==> src/rtl/dac_spi_pkg.sv <==
package dac_spi_pkg;

    localparam int FRAME_BITS = 24;
    localparam int CMD_W      = 4;
    localparam int DATA_W     = 16;
    localparam int KEEP_BITS  = CMD_W + DATA_W;
    localparam int RANGE_W    = 3;

    // control field positions inside the 16-bit payload
    localparam int CTRL_ETS_POS  = 6;
    localparam int CTRL_IREF_POS = 5;

    typedef enum logic [CMD_W-1:0] {
        CMD_NOP      = 4'h0,
        CMD_WR_DAC   = 4'h3,
        CMD_WR_CTRL  = 4'h4,
        CMD_CLR_DATA = 4'h7,
        CMD_RD_DAC   = 4'hB,
        CMD_RD_CTRL  = 4'hC,
        CMD_CLR_ALL  = 4'hF
    } cmd_e;

    typedef struct packed {
        logic               ets;
        logic               int_ref;
        logic [RANGE_W-1:0] range_sel;
    } ctrl_t;

    localparam ctrl_t CTRL_RESET = '0;

    function automatic logic is_read_cmd(input logic [CMD_W-1:0] c);
        return (c == CMD_RD_DAC) || (c == CMD_RD_CTRL);
    endfunction

    function automatic logic [DATA_W-1:0] ctrl_image(input ctrl_t c);
        logic [DATA_W-1:0] img;
        img = '0;
        img[CTRL_ETS_POS]      = c.ets;
        img[CTRL_IREF_POS]     = c.int_ref;
        img[RANGE_W-1:0]       = c.range_sel;
        return img;
    endfunction

    function automatic logic [FRAME_BITS-1:0] build_reply(input logic [CMD_W-1:0] c,
                                                          input logic [DATA_W-1:0] v);
        return {{(FRAME_BITS-KEEP_BITS){1'b0}}, c, v};
    endfunction

endpackage

==> src/rtl/dac_spi_sync.sv <==
module dac_spi_sync #(
    parameter int              WIDTH     = 1,
    parameter int              STAGES    = 2,
    parameter logic [WIDTH-1:0] RESET_VAL = '0
) (
    input  logic             clk,
    input  logic             rst,
    input  logic [WIDTH-1:0] din,
    output logic [WIDTH-1:0] dout
);
    logic [WIDTH-1:0] pipe [STAGES];

    always_ff @(posedge clk) begin
        if (rst) pipe[0] <= RESET_VAL;
        else     pipe[0] <= din;
    end

    for (genvar s = 1; s < STAGES; s++) begin : g_stage
        always_ff @(posedge clk) begin
            if (rst) pipe[s] <= RESET_VAL;
            else     pipe[s] <= pipe[s-1];
        end
    end

    assign dout = pipe[STAGES-1];
endmodule

==> src/rtl/dac_spi_shift.sv <==
module dac_spi_shift
    import dac_spi_pkg::*;
(
    input  logic                  clk,
    input  logic                  rst,
    input  logic                  cs_fall,
    input  logic                  cs_rise,
    input  logic                  sclk_rise,
    input  logic                  sclk_fall,
    input  logic                  mosi_bit,
    input  logic [FRAME_BITS-1:0] reply_in,
    output logic [KEEP_BITS-1:0]  rx_bits,
    output logic                  frame_end,
    output logic                  commit,
    output logic                  miso_bit,
    output logic                  drive_en
);
    localparam int                CNT_W   = $clog2(FRAME_BITS + 2);
    localparam logic [CNT_W-1:0]  CNT_TOP = CNT_W'(FRAME_BITS + 1);
    localparam logic [CNT_W-1:0]  CNT_OK  = CNT_W'(FRAME_BITS);

    logic                  active;
    logic [CNT_W-1:0]      bit_cnt;
    logic [KEEP_BITS-1:0]  rx_sr;
    logic [FRAME_BITS-1:0] tx_sr;

    always_ff @(posedge clk) begin
        if (rst) begin
            active  <= 1'b0;
            bit_cnt <= '0;
            rx_sr   <= '0;
            tx_sr   <= '0;
        end else if (cs_fall) begin
            active  <= 1'b1;
            bit_cnt <= '0;
            tx_sr   <= reply_in;
        end else if (cs_rise) begin
            active  <= 1'b0;
        end else if (active) begin
            if (sclk_fall) begin
                rx_sr <= {rx_sr[KEEP_BITS-2:0], mosi_bit};
                if (bit_cnt != CNT_TOP) bit_cnt <= bit_cnt + 1'b1;
            end
            if (sclk_rise && bit_cnt != '0) begin
                tx_sr <= {tx_sr[FRAME_BITS-2:0], 1'b0};
            end
        end
    end

    assign frame_end = cs_rise & active;
    assign commit    = frame_end & (bit_cnt == CNT_OK);
    assign rx_bits   = rx_sr;
    assign miso_bit  = tx_sr[FRAME_BITS-1];
    assign drive_en  = active;
endmodule

==> src/rtl/dac_spi_regs.sv <==
module dac_spi_regs
    import dac_spi_pkg::*;
#(
    parameter int RES = 16
) (
    input  logic                  clk,
    input  logic                  rst,
    input  logic                  commit,
    input  logic                  frame_end,
    input  logic [KEEP_BITS-1:0]  frame,
    output logic [RES-1:0]        dac_q,
    output ctrl_t                 ctrl_q,
    output logic [FRAME_BITS-1:0] reply_q
);
    logic [CMD_W-1:0]  cmd;
    logic [DATA_W-1:0] payload;
    logic [DATA_W-1:0] dac_image;
    logic [DATA_W-1:0] read_val;

    assign cmd     = frame[KEEP_BITS-1 -: CMD_W];
    assign payload = frame[DATA_W-1:0];

    if (RES == DATA_W) begin : g_full
        assign dac_image = dac_q;
    end else begin : g_narrow
        assign dac_image = {dac_q, {(DATA_W-RES){1'b0}}};
    end

    always_ff @(posedge clk) begin
        if (rst) begin
            dac_q  <= '0;
            ctrl_q <= CTRL_RESET;
        end else if (commit) begin
            case (cmd)
                CMD_WR_DAC:   dac_q <= payload[DATA_W-1 -: RES];
                CMD_WR_CTRL: begin
                    ctrl_q.ets       <= payload[CTRL_ETS_POS];
                    ctrl_q.int_ref   <= payload[CTRL_IREF_POS];
                    ctrl_q.range_sel <= payload[RANGE_W-1:0];
                end
                CMD_CLR_DATA: dac_q <= '0;
                CMD_CLR_ALL: begin
                    dac_q  <= '0;
                    ctrl_q <= CTRL_RESET;
                end
                default: ;
            endcase
        end
    end

    assign read_val = (cmd == CMD_RD_DAC) ? dac_image : ctrl_image(ctrl_q);

    always_ff @(posedge clk) begin
        if (rst) begin
            reply_q <= '0;
        end else if (frame_end) begin
            reply_q <= (commit && is_read_cmd(cmd)) ? build_reply(cmd, read_val) : '0;
        end
    end
endmodule

==> src/rtl/dac_spi_cmd_if.sv <==
module dac_spi_cmd_if
    import dac_spi_pkg::*;
#(
    parameter int RES         = 16,
    parameter int SYNC_STAGES = 2
) (
    input  logic           clk,
    input  logic           rst,
    input  logic           sclk,
    input  logic           cs_n,
    input  logic           mosi,
    output logic           miso,
    output logic           miso_oe,
    output logic [RES-1:0] dac_code,
    output logic [2:0]     range_sel,
    output logic           int_ref_en,
    output logic           ets_flag
);
    logic [2:0]            pins_s;
    logic                  cs_s, sclk_s, mosi_s;
    logic                  cs_p, sclk_p;
    logic                  cs_fall, cs_rise, sclk_rise, sclk_fall;
    logic [KEEP_BITS-1:0]  rx_bits;
    logic                  frame_end, commit, miso_bit, drive_en;
    logic [FRAME_BITS-1:0] reply_word;
    ctrl_t                 ctrl_q;

    dac_spi_sync #(
        .WIDTH    (3),
        .STAGES   (SYNC_STAGES),
        .RESET_VAL(3'b100)
    ) u_sync (
        .clk (clk),
        .rst (rst),
        .din ({cs_n, sclk, mosi}),
        .dout(pins_s)
    );

    assign {cs_s, sclk_s, mosi_s} = pins_s;

    always_ff @(posedge clk) begin
        if (rst) begin
            cs_p   <= 1'b1;
            sclk_p <= 1'b0;
        end else begin
            cs_p   <= cs_s;
            sclk_p <= sclk_s;
        end
    end

    assign cs_fall   =  cs_p   & ~cs_s;
    assign cs_rise   = ~cs_p   &  cs_s;
    assign sclk_rise = ~sclk_p &  sclk_s;
    assign sclk_fall =  sclk_p & ~sclk_s;

    dac_spi_shift u_shift (
        .clk      (clk),
        .rst      (rst),
        .cs_fall  (cs_fall),
        .cs_rise  (cs_rise),
        .sclk_rise(sclk_rise),
        .sclk_fall(sclk_fall),
        .mosi_bit (mosi_s),
        .reply_in (reply_word),
        .rx_bits  (rx_bits),
        .frame_end(frame_end),
        .commit   (commit),
        .miso_bit (miso_bit),
        .drive_en (drive_en)
    );

    dac_spi_regs #(.RES(RES)) u_regs (
        .clk      (clk),
        .rst      (rst),
        .commit   (commit),
        .frame_end(frame_end),
        .frame    (rx_bits),
        .dac_q    (dac_code),
        .ctrl_q   (ctrl_q),
        .reply_q  (reply_word)
    );

    assign range_sel  = ctrl_q.range_sel;
    assign int_ref_en = ctrl_q.int_ref;
    assign ets_flag   = ctrl_q.ets;
    assign miso_oe    = drive_en;
    assign miso       = drive_en & miso_bit;
endmodule

==> config.mk <==
export PLATFORM = sky130hd
export DESIGN_NAME = dac_spi_cmd_if
export DESIGN_NICKNAME = d
export VERILOG_FILES = /design/src/rtl/dac_spi_pkg.sv /design/src/rtl/dac_spi_sync.sv /design/src/rtl/dac_spi_shift.sv /design/src/rtl/dac_spi_regs.sv /design/src/rtl/dac_spi_cmd_if.sv
export SDC_FILE = /design/constraint.sdc
export NUM_CORES = 1
export LEC_CHECK = 0
export BUFFER_PORTS_ARGS = -buffer_cell sky130_fd_sc_hd__buf_2
export CAP_MARGIN = 25
export CORE_UTILIZATION = 65
export CTS_CLUSTER_DIAMETER = 150
export CTS_CLUSTER_SIZE = 14
export DETAILED_ROUTE_END_ITERATION = 10
export PLACE_DENSITY = 0.86
export SYNTH_ARGS = -nofsm -noshare
export SYNTH_HDL_FRONTEND = slang
export SYNTH_HIERARCHICAL = 1
export SYNTH_SLANG_ARGS = --single-unit
==> constraint.sdc <==
create_clock -name clk -period 5.21 [get_ports clk]
set_clock_uncertainty 0.15 [all_clocks]
set_input_delay 0.521 -clock clk [delete_from_list [all_inputs] [get_ports clk]]
set_output_delay 0.521 -clock clk [all_outputs]
set_load 0.02 [all_outputs]
==> impl_metrics.env <==
export IMPL_setup_viol=0
export IMPL_port_buffers=27
export IMPL_antenna_cells=0
export IMPL_drive_gt1_frac=0.151
export IMPL_postCtsHoldBufs=0
export IMPL_cp_start_kind="register"
export IMPL_drt_pass1_iterations=5
export IMPL_root_buffer="clkbuf_8"
export IMPL_start_util=0.685
export IMPL_slew_headroom=0.411
export IMPL_post_drt_wl_per_cell_um=15.4
export IMPL_fillers=496
export IMPL_via_count=3538
export IMPL_slowest_delay_ns=0.67
export IMPL_syn_area_per_cell_um2=8.84
export IMPL_p_leak_nw=1.71
export IMPL_area_growth_pct=5.60
export IMPL_hold_slack_ns=0.186
export IMPL_grt_util_met2=0.460
export IMPL_power_density_nw_per_um2=275
export IMPL_htreeDepth=3
export IMPL_hold_viol_final=0
export IMPL_grt_pass1_wl_um=15400
export IMPL_yosysWarnings=6
export IMPL_path_cells="nor2b_1 > and2_1 > and3_1 > and3_1 > o211ai_2 > o32ai_1"
export IMPL_syn_area_um2=4420
export IMPL_vdd_drop_max_v=0.000227
export IMPL_tns_ns=0
export IMPL_drc=0
export IMPL_mostFrequentLayoutCell="nand2_1"
export IMPL_worst_setup_path_end_kind="register"
export IMPL_hp_class="input port to register"
export IMPL_grtUsageMet1=0.333
export IMPL_vias_per_cell=6.11
export IMPL_ys_flop_type="dfxtp_1"
export IMPL_rows=29
export IMPL_path_clk_slew_ns=0.09
export IMPL_cts_sinks=99
export IMPL_finalCriticalPeriod_ns=2.99
export IMPL_ant_nets=0
export IMPL_cts_tree="done"
export IMPL_drv_cap=0
export IMPL_use_met3=0.0501
export IMPL_post_cts_repair_setup_buffers=0
export IMPL_cts_resized=0
export IMPL_area_sequential_um2=1980
export IMPL_grt_start_max_net_pins=53
export IMPL_grt_pass1_vias=3359
export IMPL_worst_ep_required_time_ns=5.32
export IMPL_crit_top_cell="and3_1"
export IMPL_busiest_layer="met2"
export IMPL_drt_iter0_drc=201
export IMPL_final_cell_mix="nand2_1 (103), dfxtp_1 (99), a21oi_1 (46)"
export IMPL_crit_type="register to register"
export IMPL_grt_usage=0.268
export IMPL_utilization=0.723
export IMPL_worstMarginPinSlew_ns=0.879
export IMPL_die_h_um=84.5
export IMPL_final_net_count=505
export IMPL_crit_slowest_cell="and3_1"
export IMPL_routed_wl_um=8890
export IMPL_ys_seq_elements=99
export IMPL_place_gp_congestion=0.792
export IMPL_rsz0062_at_grt="no"
export IMPL_ys_async_sr_fraction=0
export IMPL_yosysSeqAreaShare=0.448
export IMPL_status="complete, no violations"
export IMPL_die_w_um=84.5
export IMPL_max_freq_mhz=335
export IMPL_num_io_pins=28
export IMPL_syn_inst=500
export IMPL_insertion_delay_ns=0.36
export IMPL_antenna_found_initial=0
export IMPL_synth_edf_count=0
export IMPL_grt_overflow=0
export IMPL_coreArea_um2=6460
export IMPL_period_share=0.574
export IMPL_synth_distinct_cells=47
export IMPL_drv_slew=0
export IMPL_clock_path_buffers=2
export IMPL_worstPathArrival_ns=3.10
export IMPL_cp_max_fo=19
export IMPL_multi_input_area_um2=2160
export IMPL_cts_buffers_inserted=9
export IMPL_hpwl_um=6020
export IMPL_dieArea_um2=7140
kinds of logic after synthesis:
| kind of cell | share of synthesized area |
|---|---|
| muxes | 0.0226 |
| adders and majority gates | 0.00849 |
| and+or+nand+nor | 0.222 |
| DFF | 0.448 |
| buffers and inverters | 0.0668 |
| AOI/OAI and AO/OA | 0.231 |
| other | 0.000848 |
stage by stage:
stage               setup WS (ns)  area [um^2]  std cells  total power [mW]
detailed placement           2.34         4460        562             0.813
floorplan                    3.16         4430        503             0.808
finish                       2.22         4670        579              1.28
CTS                          2.26         4660        578              1.30
global placement             2.24         4420        560             0.811
global route                 2.01         4670        579              1.33
flip-flops by register name, summed over array words and instances (netlist names):
signal            flops
cs_p                  1
sclk_p                1
u_regs/ctrl_q         5
u_regs/dac_q         16
u_regs/reply_q       20
u_shift/bit_cnt       5
u_shift/drive_en      1
u_shift/rx_bits      20
u_shift/tx_sr        24
u_sync/pipe           6
worst paths after layout:
path,from,endpoint,slack (ns),cells after the start
max,u_sync/pipe[1][2],u_regs/reply_q[2],2.22,6
min,cs_n,u_sync/pipe[0][2],0.19,2
max reg2reg,u_sync/pipe[1][2],u_regs/reply_q[2],2.22,6
min reg2reg,u_sync/pipe[0][2],u_sync/pipe[1][2],0.28,1
layer usage:
metal / wire length, um / vias up
li1: - / 1757
met5: 0 / -
met3: 379 / 9
met4: 127 / 0
met1: 3870 / 1678
met2: 4510 / 94
cell usage after synthesis, types with 3 or more instances:
library cell | count | area (um^2)
o32ai_1 | 5 | 43.8
or2_1 | 4 | 25.0
dfxtp_1 | 99 | 1980
or3_1 | 4 | 25.0
buf_4 | 5 | 37.5
a21oi_1 | 46 | 230
nand2_1 | 103 | 387
o31ai_1 | 17 | 128
nor2_1 | 14 | 52.6
clkbuf_1 | 20 | 75.1
buf_6 | 4 | 45.0
buf_2 | 17 | 85.1
a32oi_1 | 11 | 96.3
inv_1 | 12 | 45.0
o211ai_1 | 25 | 188
ha_1 | 3 | 37.5
mux2i_1 | 10 | 100
o211ai_2 | 21 | 263
and2b_1 | 3 | 22.5
nand4_1 | 16 | 100
o21ai_0 | 4 | 20.0
nor2b_1 | 25 | 156
critical path: cells and delay by family, from the launching register on:
kind               cells  cell delay [ns]
AOI/OAI and AO/OA      2             0.42
DFF                    1             0.35
and+or+nand+nor        4             1.96
layout make-up:
cell class / instances / area share
clock inverter: 6 / 0.0150
tap: 77 / 0.0206
sequential: 99 / 0.424
timing repair buffer: 31 / 0.0413
multi-input combinational: 344 / 0.462
inverter: 12 / 0.00965
clock buffer: 10 / 0.0273
report_power, final:
group / switching [mW] / internal, mW
clock network: 0.261 / 0.227
registers: 0.00259 / 0.760
logic: 0.0242 / 0.00791
total: 0.288 / 0.996
(Power assumes the default switching activity.)
